## src/rtl/irqc_pkg.sv

```systemverilog
package irqc_pkg;
  localparam int CNT_W  = 15;
  localparam int TMO_W  = 13;
  localparam int LO_W   = 32;
  localparam int HI_W   = 16;
  localparam int ADDR_W = LO_W + HI_W;
  localparam int DATA_W = 32;

  // threshold path: a nonzero count at or above the limit
  function automatic logic count_reached(input int unsigned pend, input int unsigned thr);
    return (pend != 0) && (pend >= thr);
  endfunction

  // timeout path applies only to a nonzero count below the limit
  function automatic logic count_waiting(input int unsigned pend, input int unsigned thr);
    return (pend != 0) && (pend < thr);
  endfunction

  function automatic logic [ADDR_W-1:0] join_addr(input logic [LO_W-1:0] lo,
                                                  input logic [31:0] hi);
    return {hi[HI_W-1:0], lo};
  endfunction
endpackage

```

## src/rtl/irqc_arm_track.sv

```systemverilog
module irqc_arm_track #(
  parameter int CNT_W = 15
) (
  input  logic             clk,
  input  logic             rst_n,
  input  logic [CNT_W-1:0] pend_cnt,
  input  logic             done_strobe,
  input  logic             fire,
  output logic             arm_live,
  output logic             cnt_moved
);
  logic [CNT_W-1:0] pend_q;
  logic             armed_q;

  assign cnt_moved = (pend_cnt != pend_q) || done_strobe;
  assign arm_live  = armed_q || cnt_moved;

  always_ff @(posedge clk) begin
    if (!rst_n) begin
      pend_q  <= '0;
      armed_q <= 1'b1;
    end else begin
      pend_q  <= pend_cnt;
      armed_q <= fire ? 1'b0 : arm_live;
    end
  end
endmodule

```

## src/rtl/irqc_idle_timer.sv

```systemverilog
module irqc_idle_timer #(
  parameter int TMO_W = 13
) (
  input  logic             clk,
  input  logic             rst_n,
  input  logic             run,
  input  logic             restart,
  input  logic [TMO_W-1:0] limit,
  output logic             expired
);
  localparam logic [TMO_W-1:0] TMAX = '1;
  logic [TMO_W-1:0] tick_q;

  assign expired = run && !restart && (tick_q >= limit);

  always_ff @(posedge clk) begin
    if (!rst_n)            tick_q <= '0;
    else if (restart)      tick_q <= '0;
    else if (run)          tick_q <= (tick_q == TMAX) ? TMAX : tick_q + 1'b1;
    else                   tick_q <= '0;
  end
endmodule

```

## src/rtl/irqc_msg_out.sv

```systemverilog
module irqc_msg_out #(
  parameter int ADDR_W = 48,
  parameter int DATA_W = 32
) (
  input  logic              clk,
  input  logic              rst_n,
  input  logic              load,
  input  logic [ADDR_W-1:0] addr_in,
  input  logic [DATA_W-1:0] data_in,
  input  logic              ready,
  output logic              valid,
  output logic [ADDR_W-1:0] addr,
  output logic [DATA_W-1:0] data
);
  always_ff @(posedge clk) begin
    if (!rst_n) begin
      valid <= 1'b0;
      addr  <= '0;
      data  <= '0;
    end else if (load) begin
      valid <= 1'b1;
      addr  <= addr_in;
      data  <= data_in;
    end else if (valid && ready) begin
      valid <= 1'b0;
    end
  end
endmodule

```

## src/rtl/irq_coalescer.sv

```systemverilog
module irq_coalescer
  import irqc_pkg::*;
#(
  parameter int PCNT_W = CNT_W,
  parameter int TIME_W = TMO_W
) (
  input  logic              clk,
  input  logic              rst_n,
  input  logic [PCNT_W-1:0] pend_cnt,
  input  logic              done_strobe,
  input  logic [PCNT_W-1:0] cfg_thresh,
  input  logic              cfg_tmo_en,
  input  logic [TIME_W-1:0] cfg_tmo,
  input  logic [LO_W-1:0]   cfg_addr_lo,
  input  logic [31:0]       cfg_addr_hi,
  input  logic [DATA_W-1:0] cfg_data,
  output logic              msg_valid,
  input  logic              msg_ready,
  output logic [ADDR_W-1:0] msg_addr,
  output logic [DATA_W-1:0] msg_data
);
  logic arm_live, cnt_moved;
  logic thr_fire, tmo_fire, fire, tmr_run;

  assign thr_fire = arm_live && !msg_valid &&
                    count_reached(int'(unsigned'(pend_cnt)), int'(unsigned'(cfg_thresh)));
  assign tmr_run  = cfg_tmo_en && arm_live && !msg_valid &&
                    count_waiting(int'(unsigned'(pend_cnt)), int'(unsigned'(cfg_thresh)));
  assign fire     = thr_fire || tmo_fire;

  irqc_arm_track #(.CNT_W(PCNT_W)) arm_i (
    .clk(clk), .rst_n(rst_n), .pend_cnt(pend_cnt), .done_strobe(done_strobe),
    .fire(fire), .arm_live(arm_live), .cnt_moved(cnt_moved)
  );

  irqc_idle_timer #(.TMO_W(TIME_W)) tmr_i (
    .clk(clk), .rst_n(rst_n), .run(tmr_run), .restart(done_strobe),
    .limit(cfg_tmo), .expired(tmo_fire)
  );

  irqc_msg_out #(.ADDR_W(ADDR_W), .DATA_W(DATA_W)) out_i (
    .clk(clk), .rst_n(rst_n), .load(fire),
    .addr_in(join_addr(cfg_addr_lo, cfg_addr_hi)), .data_in(cfg_data),
    .ready(msg_ready), .valid(msg_valid), .addr(msg_addr), .data(msg_data)
  );
endmodule

```

## config.mk

```make
export PLATFORM = sky130hd
export DESIGN_NAME = irq_coalescer
export DESIGN_NICKNAME = d
export VERILOG_FILES = /design/src/rtl/irqc_pkg.sv /design/src/rtl/irqc_arm_track.sv /design/src/rtl/irqc_idle_timer.sv /design/src/rtl/irqc_msg_out.sv /design/src/rtl/irq_coalescer.sv
export SDC_FILE = /design/constraint.sdc
export NUM_CORES = 1
export LEC_CHECK = 0
export BUFFER_PORTS_ARGS = -buffer_cell sky130_fd_sc_hd__clkbuf_2
export CORE_ASPECT_RATIO = 0.75
export CORE_MARGIN = 1
export CORE_UTILIZATION = 43
export CTS_CLUSTER_DIAMETER = 120
export CTS_CLUSTER_SIZE = 16
export DETAILED_ROUTE_END_ITERATION = 10
export GPL_ROUTABILITY_DRIVEN = 0
export PLACE_DENSITY = 0.85
export SLEW_MARGIN = 20
export SYNTH_ARGS = -nofsm -noshare
export SYNTH_HDL_FRONTEND = slang
export SYNTH_SLANG_ARGS = --single-unit
```

## constraint.sdc

```tcl
create_clock -name clk -period 2.1 [get_ports clk]
set_clock_uncertainty 0.05 [all_clocks]
set_input_delay 0.525 -clock clk [delete_from_list [all_inputs] [get_ports clk]]
set_output_delay 0.525 -clock clk [all_outputs]
set_load 0.01 [all_outputs]
```

**Word level (Yosys, flattened, before mapping)**

Cells that the tools add are included.

- Bitwise operators: 2
- Reductions and logical operators: 18
- Add/sub/neg operators: 1
- $lt $le $gt $ge: 3
- Eq/ne operators: 2
- Muxes and demuxes: 4

Operator list:

| operator | count |
|---|---|
| $ge 15x15->1 | 1 |
| $lt 15x15->1 | 1 |
| $ne 15x15->1 | 1 |
| $reduce_bool 15->1 | 1 |
| $add 13x1->13 const B | 1 |
| $eq 13x13->1 const B | 1 |
| $ge 13x13->1 | 1 |
| $mux 13 | 1 |
| $logic_and 1x1->1 | 10 |
| $logic_or 1x1->1 | 3 |
| $mux 1 | 3 |
| $reduce_or 3->1 | 1 |
| $logic_not 1->1 | 2 |
| $not 1->1 | 2 |
| $reduce_bool 2->1 | 1 |

- Output and inout bits: 81
- Bits in registers: 110
- Bits of input ports: 144
- Logic and storage cells: 36

**Logic depth before layout (Yosys ltp)**

Gate-level depths: netlist of the first run.

- Depth in word-level cells: 10
- Depth in mapped cells: 10
- Mapped depth without buffers: 8

**By module**

A second synthesis of the first run with hierarchy kept.

- Cells, all modules: 498
- Area, all modules: 5146.2 um2

Modules (own cells, without submodules):

| module | times used | cells each | seq. area each (um2) | area each (um2) |
|---|---|---|---|---|
| irqc_msg_out | 1 | 261 | 1621.6 | 3103.0 |
| irqc_idle_timer | 1 | 111 | 260.2 | 955.9 |
| irqc_arm_track | 1 | 57 | 320.3 | 633.1 |
| irq_coalescer | 1 | 69 | 0.0 | 454.2 |

**Least setup slack after synthesis of the first run**

Ideal clock, no wire load.

- Kind: input -> register
- From: in pend_cnt[0]
- To: reg out_i.valid
- Required time: 1.935 ns
- Slack: -0.128 ns
- Setup time: 0.115 ns
- Stages: 10
- Arrival: 2.064 ns
- Path buffers: 2
- Path through: inv_1 -> ha_1 -> nand2b_1 -> a211o_1 -> a21oi_1 -> o21a_1 -> a21boi_4 -> buf_12 -> buf_12 -> o21a_1

- Cells in the longest elaborated chain, start to end: 10
- Elaborated cells on any way between the ends: 18
- Those cells by class: order compare: 2; eq/ne: 1; mux: 1; reduce/logical: 14

RTL lines:

| item | RTL line | RTL |
|---|---|---|
| start: declaration | irq_coalescer.sv:9 | `input logic [PCNT_W-1:0] pend_cnt,` |
| parallel branches: the longest is 8 deep, another holds $lt 15x15->1 | n/a |  |
| $logic_or 1x1->1 * | irq_coalescer.sv:29 | `assign fire = thr_fire \|\| tmo_fire;` |
| $mux 1 or $reduce_bool 2->1 (tied branches) | n/a |  |
| end signal: assignment | irqc_msg_out.sv:17 | `valid <= 1'b0;` |
| end signal: assignment | irqc_msg_out.sv:21 | `valid <= 1'b1;` |
| end signal: assignment | irqc_msg_out.sv:25 | `valid <= 1'b0;` |
| end: declaration | irqc_msg_out.sv:11 | `output logic valid,` |

Mark *: on every way between the ends.
A chain may end at the register's enable or synchronous reset.

**Worst setup path in the final report of the first run**

- From: reg tmr_i.tick_q[4]
- To: reg out_i.addr[25]

- Cells in the longest elaborated chain, start to end: 3

RTL lines:

| item | RTL line | RTL |
|---|---|---|
| start: declaration | irqc_idle_timer.sv:12 | `logic [TMO_W-1:0] tick_q;` |
| start signal: assignment | irqc_idle_timer.sv:19 | `else if (run) tick_q <= (tick_q == TMAX) ? TMAX : tick_q + 1'b1;` |
| $ge 13x13->1 | irqc_idle_timer.sv:14 | `assign expired = run && !restart && (tick_q >= limit);` |
| $logic_and 1x1->1 | irqc_idle_timer.sv:14 |  |
| $logic_or 1x1->1 | irq_coalescer.sv:29 |  |
| end signal: assignment | irqc_msg_out.sv:22 | `addr <= addr_in;` |
| end: declaration | irqc_msg_out.sv:12 | `output logic [ADDR_W-1:0] addr,` |

No other way between the ends.

==> impl_metrics.env, run 1 <==
export IMPL_post_route_min_period_ns=2.216
export IMPL_outcome="finished with violations"
export IMPL_path_max_fanout=12
export IMPL_post_route_drc_count=0
export IMPL_setup_ws_ns=-0.1159
export IMPL_dpl_instance_area_mm2=0.006580
export IMPL_async_flop_share_pct=0
export IMPL_rows=34
export IMPL_synth_top_area_share_pct=42.35
export IMPL_synth_area_leaders="dfxtp_1, mux2i_1, nand2_1"
export IMPL_r2r_slack_ns=-0.12
export IMPL_period_share_pct=105.5
export IMPL_synth_edf_count=0
export IMPL_regArea_mm2=0.002207
export IMPL_peakVddDrop_v=0.0005330
export IMPL_area_growth_pct=39.82
export IMPL_final_common_cell="clkbuf_2"
export IMPL_drtIter0Drc=161
export IMPL_max_freq_mhz=451.3
export IMPL_port_buffers=208
export IMPL_wl_mm=13.17
export IMPL_syn_inst=580
export IMPL_syn_avg_cell_area_um2=8.965
export IMPL_overflow=0
export IMPL_synth_nets=753
export IMPL_first_pass_iters=4
export IMPL_cts_tree="yes"
export IMPL_final_max_slew_viol_count=0
export IMPL_hold_slack_ns=0.3594
export IMPL_total_power_uw=5160
export IMPL_grt_pass1_vias=4426
export IMPL_worstPathArrival_ns=2.42
export IMPL_antenna_found_initial=0
export IMPL_routedWlPerCell_um=13.35
export IMPL_setup_tns_ns=-4.863
export IMPL_grt_max_degree=93
export IMPL_violations="negative setup slack"
export IMPL_startpoint_type="flop"
export IMPL_cpPeakStageDelay_ns=0.37
export IMPL_yosys_area_top_type="dfxtp_1"
export IMPL_crit_path_end_kind="flop"
export IMPL_initial_core_util_pct=44.45
export IMPL_hold_viol_final=0
export IMPL_vias=4609
export IMPL_grt_use_total_pct=19.83
export IMPL_yosysUniqueCellTypes=32
export IMPL_setup_viol=81
export IMPL_synth_warning_count=0
export IMPL_power_density_mw_per_mm2=709.6
export IMPL_grt_pass1_wl_mm=19.82
export IMPL_ys_seq_area_share_pct=42.35
export IMPL_fin_area_mm2=0.007271
export IMPL_finalNetCount=992
export IMPL_hpwl_mm=8.997
export IMPL_cts_root_buf="clkbuf_16"
export IMPL_ys_flop_type="dfxtp_1"
export IMPL_worst_setup_path_type="flop to flop"
export IMPL_syn_area_mm2=0.005200
export IMPL_multi_input_area_mm2=0.002785
export IMPL_die_area_mm2=0.01254
export IMPL_vias_per_cell=4.674
export IMPL_layout_common_cells="clkbuf_2, nand2_1, dfxtp_1"
export IMPL_cts_buffers=9
export IMPL_yosys_register_bits=110
export IMPL_die_h_um=97.24
export IMPL_place_ws_ns=-0.5196
export IMPL_io_pins=225
export IMPL_diodes=0
export IMPL_clockBufferDepth=2
export IMPL_cts_sinks=110
export IMPL_coreArea_mm2=0.01170
export IMPL_fill_cells=985
export IMPL_htreeDepth=3
export IMPL_cpMaxStageDelayCell="a211o_1"
export IMPL_min_path_type="input port to flop"
export IMPL_rsz0062_at_grt="true"
export IMPL_clk_pin_slew_ns=0.07
export IMPL_maxCapViolCount=0
export IMPL_clock_latency_ns=0.33
export IMPL_drive_above_1_share_pct=37.14
export IMPL_cp_cell_sequence="ha_1 > nand4_1 > o21ai_1 > a31oi_1 > a211o_1 > a21boi_4 > buf_6 > buf_16 > mux2i_1"
export IMPL_dieWidth_um=129.0
export IMPL_relSlewSlack_pct=68.07
export IMPL_p_leak_uw=0.003513
export IMPL_cp_data_required_time_ns=2.31
export IMPL_ant_nets=0
export IMPL_worstMarginPinSlew_ns=0.4777
-- flip-flops by register name, summed over array words and instances, names as in the netlist --
register       count
out_i.data        32
out_i.valid        1
tmr_i.tick_q      13
arm_i.pend_q      15
out_i.addr        48
arm_i.armed_q      1
-- worst max-delay path: cells and delay by family, from the launching register on --
family	cells	cell delay, ns
multiplexers	1	0.21
AO/OA/AOI/OAI	4	0.80
buffers and inverters	2	0.35
AND/OR/NAND/NOR	1	0.12
adder cells (fa/ha/maj)	1	0.28
flip-flops	1	0.33
-- timing repair --
action | 4_1_cts | 5_1_grt
endpoints found under the setup margin | 81 | 94
pin swaps | 5 | 7
resized for setup | 22 | 16
hold buffers | 0 | 0
setup buffers | 8 | 1
cloned | 4 | 5
-- path summary, 6_finish.rpt --
path | from | cells after the start | endpoint
hold / removal | cfg_data[16] | 3 | out_i.data[16]
setup / recovery | tmr_i.tick_q[4] | 9 | out_i.addr[25]
hold reg to reg | out_i.data[7] | 2 | out_i.data[7]
setup reg to reg | tmr_i.tick_q[4] | 9 | out_i.addr[25]
-- per-layer routing --
| metal | share of wire (%) | global-route usage, % | up-vias |
|---|---|---|---|
| met3 | 6.7 | 6.828 | 13 |
| li1 | - | - | 2380 |
| met2 | 47 | 34.35 | 148 |
| met4 | 1.3 | 5.339 | 0 |
| met1 | 45 | 23.08 | 2068 |
| met5 | 0 | 0 | - |
-- stage by stage --
step / utilization (%) / cells
after CTS: 60.63 / 983
final: 62.15 / 986
after global placement: 56.25 / 955
after detailed placement: 56.25 / 955
after global routing: 62.15 / 986
after floorplan: - / 580
-- where the power goes --
group	total (uW)	internal [uW]	switching, uW	leakage, uW
registers	2340	2250	87.4	0.000905
clock network	1610	852	759	0.000141
logic	1210	628	579	0.00247
-- layout make-up --
cell class / count / area share [%]
Clock buffer: 11 / 3.339
Tap cell: 162 / 2.788
Inverter: 32 / 1.790
Sequential cell: 110 / 30.36
Clock inverter: 5 / 0.5507
Timing Repair Buffer: 259 / 22.87
Multi-Input combinational cell: 407 / 38.31
-- kinds of logic (layout without fill, tap and decap cells) --
| group | after synthesis | count (layout) | share of synthesized area, % |
|---|---|---|---|
| simple gates | 231 | 231 | 18.77 |
| flops | 110 | 110 | 42.35 |
| mux | 80 | 80 | 15.40 |
| buf+inv | 63 | 307 | 7.387 |
| compound gates | 42 | 42 | 4.909 |
| fa+ha+maj | 29 | 29 | 6.978 |
| xor+xnor | 25 | 25 | 4.211 |
-- cell usage after synthesis (2+ instances only) --
cell,instances
nor2b_1,4
mux2i_1,80
nand2_1,173
clkbuf_1,21
nand3_1,8
nor4_1,3
nand4_1,9
a41oi_1,2
nor2_1,13
a21oi_1,24
and2_1,13
ha_1,29
xnor2_1,19
a31oi_1,2
o21a_1,2
inv_1,32
a211o_1,2
xor2_1,6
nand2b_1,2
dfxtp_1,110
and3_1,3
o21ai_0,5
buf_12,9
(Power assumes the default switching activity.)
==> inputs of run 2 (changes only) <==
--- a/config.mk
+++ b/config.mk
@@ -14,7 +14,9 @@
 export DETAILED_ROUTE_END_ITERATION = 10
 export GPL_ROUTABILITY_DRIVEN = 0
 export PLACE_DENSITY = 0.85
+export SKIP_LAST_GASP = 1
 export SLEW_MARGIN = 20
 export SYNTH_ARGS = -nofsm -noshare
 export SYNTH_HDL_FRONTEND = slang
 export SYNTH_SLANG_ARGS = --single-unit
+export TNS_END_PERCENT = 30
==> run 2 against run 1 <==
Net effect:
- the flow still finishes with violations (negative setup slack)
- first-iteration DRC count is 14% lower
- hold slack worse by 0.00062 ns
- clock power hardly changed
- utilization is 0.085 points lower
- sequential power hardly changed
- via count is 0.87% lower
- sequential cell count stayed put
==> impl_metrics.env, run 2 (synthesis gave the netlist of run 1 again) <==
export IMPL_routedWlPerCell_um=13.16
export IMPL_first_pass_iters=5
export IMPL_top_regs="out_i.addr x48, out_i.data x32, arm_i.pend_q x15"
export IMPL_relSlewSlack_pct=75.57
export IMPL_peakVddDrop_v=0.0005329
export IMPL_cp_data_required_time_ns=2.31
export IMPL_worstMarginPinSlew_ns=0.3664
export IMPL_drive_above_1_share_pct=37.14
export IMPL_post_route_drc_count=0
export IMPL_hold_viol_final=0
export IMPL_p_leak_uw=0.003511
export IMPL_cts_buffers=9
export IMPL_overflow=0
export IMPL_initial_core_util_pct=44.45
export IMPL_r2r_slack_ns=-0.10
export IMPL_period_share_pct=105.7
export IMPL_worst_setup_path_type="input port to flop"
export IMPL_cts_tree="yes"
export IMPL_grt_pass1_wl_mm=19.58
export IMPL_io_pins=225
export IMPL_outcome="finished with violations"
export IMPL_die_area_mm2=0.01254
export IMPL_hpwl_mm=8.997
export IMPL_path_max_fanout=6
export IMPL_final_util_pct=62.06
export IMPL_clockBufferDepth=2
export IMPL_maxCapViolCount=0
export IMPL_vias=4569
export IMPL_fill_cells=999
export IMPL_htreeDepth=3
export IMPL_rows=34
export IMPL_antenna_found_initial=0
export IMPL_drtIter0Drc=139
export IMPL_vias_per_cell=4.634
export IMPL_wl_mm=12.98
export IMPL_rsz0062_at_grt="true"
export IMPL_cts_hold_buf=0
export IMPL_clk_pin_slew_ns=0.07
export IMPL_grt_pass1_vias=4388
export IMPL_final_max_slew_viol_count=0
export IMPL_area_growth_pct=39.63
export IMPL_setup_viol=81
export IMPL_power_density_mw_per_mm2=708.7
export IMPL_timing_rr_start="tmr_i.tick_q[11]"
export IMPL_grt_max_degree=93
export IMPL_max_freq_mhz=450.7
export IMPL_diodes=0
export IMPL_setup_tns_ns=-6.386
export IMPL_timing_rr_end="out_i.addr[38]"
export IMPL_layout_common_cells="clkbuf_2, nand2_1, dfxtp_1"
export IMPL_min_path_type="input port to flop"
export IMPL_dieWidth_um=129.0
export IMPL_startpoint_type="input port"
export IMPL_worstPathArrival_ns=2.43
export IMPL_largest_register_ffs=48
export IMPL_post_route_min_period_ns=2.219
export IMPL_cts_sinks=110
export IMPL_largest_register="out_i.addr"
export IMPL_coreArea_mm2=0.01170
export IMPL_clock_latency_ns=0.33
export IMPL_port_buffers=208
export IMPL_crit_path_end_kind="flop"
export IMPL_final_common_cell="clkbuf_2"
export IMPL_ant_nets=0
export IMPL_die_h_um=97.24
export IMPL_cts_root_buf="clkbuf_16"
export IMPL_grt_use_total_pct=19.60
export IMPL_place_ws_ns=-0.5196
export IMPL_violations="negative setup slack"
export IMPL_whs_path_depth=3
export IMPL_finalNetCount=992
export IMPL_holdPathEnd="out_i.data[16]"
export IMPL_setup_ws_ns=-0.1187
export IMPL_reg2regPathDepth=9
export IMPL_min_from="cfg_data[16]"
## run 2: cell types whose count changed in the layout (fill, tap and decap cells not counted), sizes merged
cell    delta
clkbuf     +1
buf        -1
## run 2: report_power, final
part | switching (uW) | internal, uW
Clock | 758 | 852
Combinational | 569 | 626
Sequential | 86.9 | 2250
## run 2: how the worst max path moves through the flow
stage | cells after the start | to | from | slack [ns]
floorplan | 10 | out_i.addr[0] | cfg_tmo[8] | -0.06
global placement | 10 | out_i.addr[43] | cfg_tmo[8] | -0.43
detailed placement | 10 | out_i.data[0] | cfg_tmo[8] | -0.52
CTS | 11 | out_i.addr[4] | cfg_tmo[8] | -0.06
global route | 9 | out_i.addr[34] | tmr_i.tick_q[5] | -0.19
finish | 11 | out_i.addr[38] | cfg_tmo[8] | -0.12
## run 2: what timing repair did
action / CTS / global route
resized for setup: 13 / 22
setup endpoints to repair: 81 / 94
pin swaps: 4 / 7
buffers inserted: 8 / 0
gates cloned: 3 / 6
## run 2: area by class of cell
| cell class | count | area (um^2) | area share (%) |
|---|---|---|---|
| timing repair buffer | 259 | 1665 | 22.94 |
| inverter | 32 | 130.1 | 1.792 |
| clock buffer | 11 | 242.7 | 3.343 |
| sequential | 110 | 2206 | 30.38 |
| tap | 162 | 202.7 | 2.792 |
| multi-input combinational | 407 | 2774 | 38.20 |
| clock inverter | 5 | 40.04 | 0.5514 |
## run 2: metrics by stage
step	total power, uW	hold WS (ns)	std cells	area [um^2]
after global placement	3346	0.3913	955	6580
after detailed placement	3376	0.3986	955	6580
final	5146	0.3588	986	7261
after CTS	5089	0.3436	982	7032
after global routing	5398	0.3512	986	7261
after floorplan	3031	0.4123	580	5265
## run 2: worst max-delay path, cell delays in order
cell	delay, ns
buf_2	0.14
inv_8	0.03
ha_4	0.26
nand4_1	0.12
o21ai_1	0.14
a31oi_1	0.06
a211o_1	0.37
a21boi_4	0.24
buf_6	0.18
clkbuf_16	0.17
mux2i_1	0.19
## run 2: metal layers
layer	GRT usage (%)	part of all wire (%)	wire length (um)	vias to the layer above
li1	-	-	-	2378
met2	33.72	47	6110	147
met1	22.80	45	5809	2031
met3	7.048	6.9	895	13
met5	0	0	0	-
met4	5.339	1.2	162	0
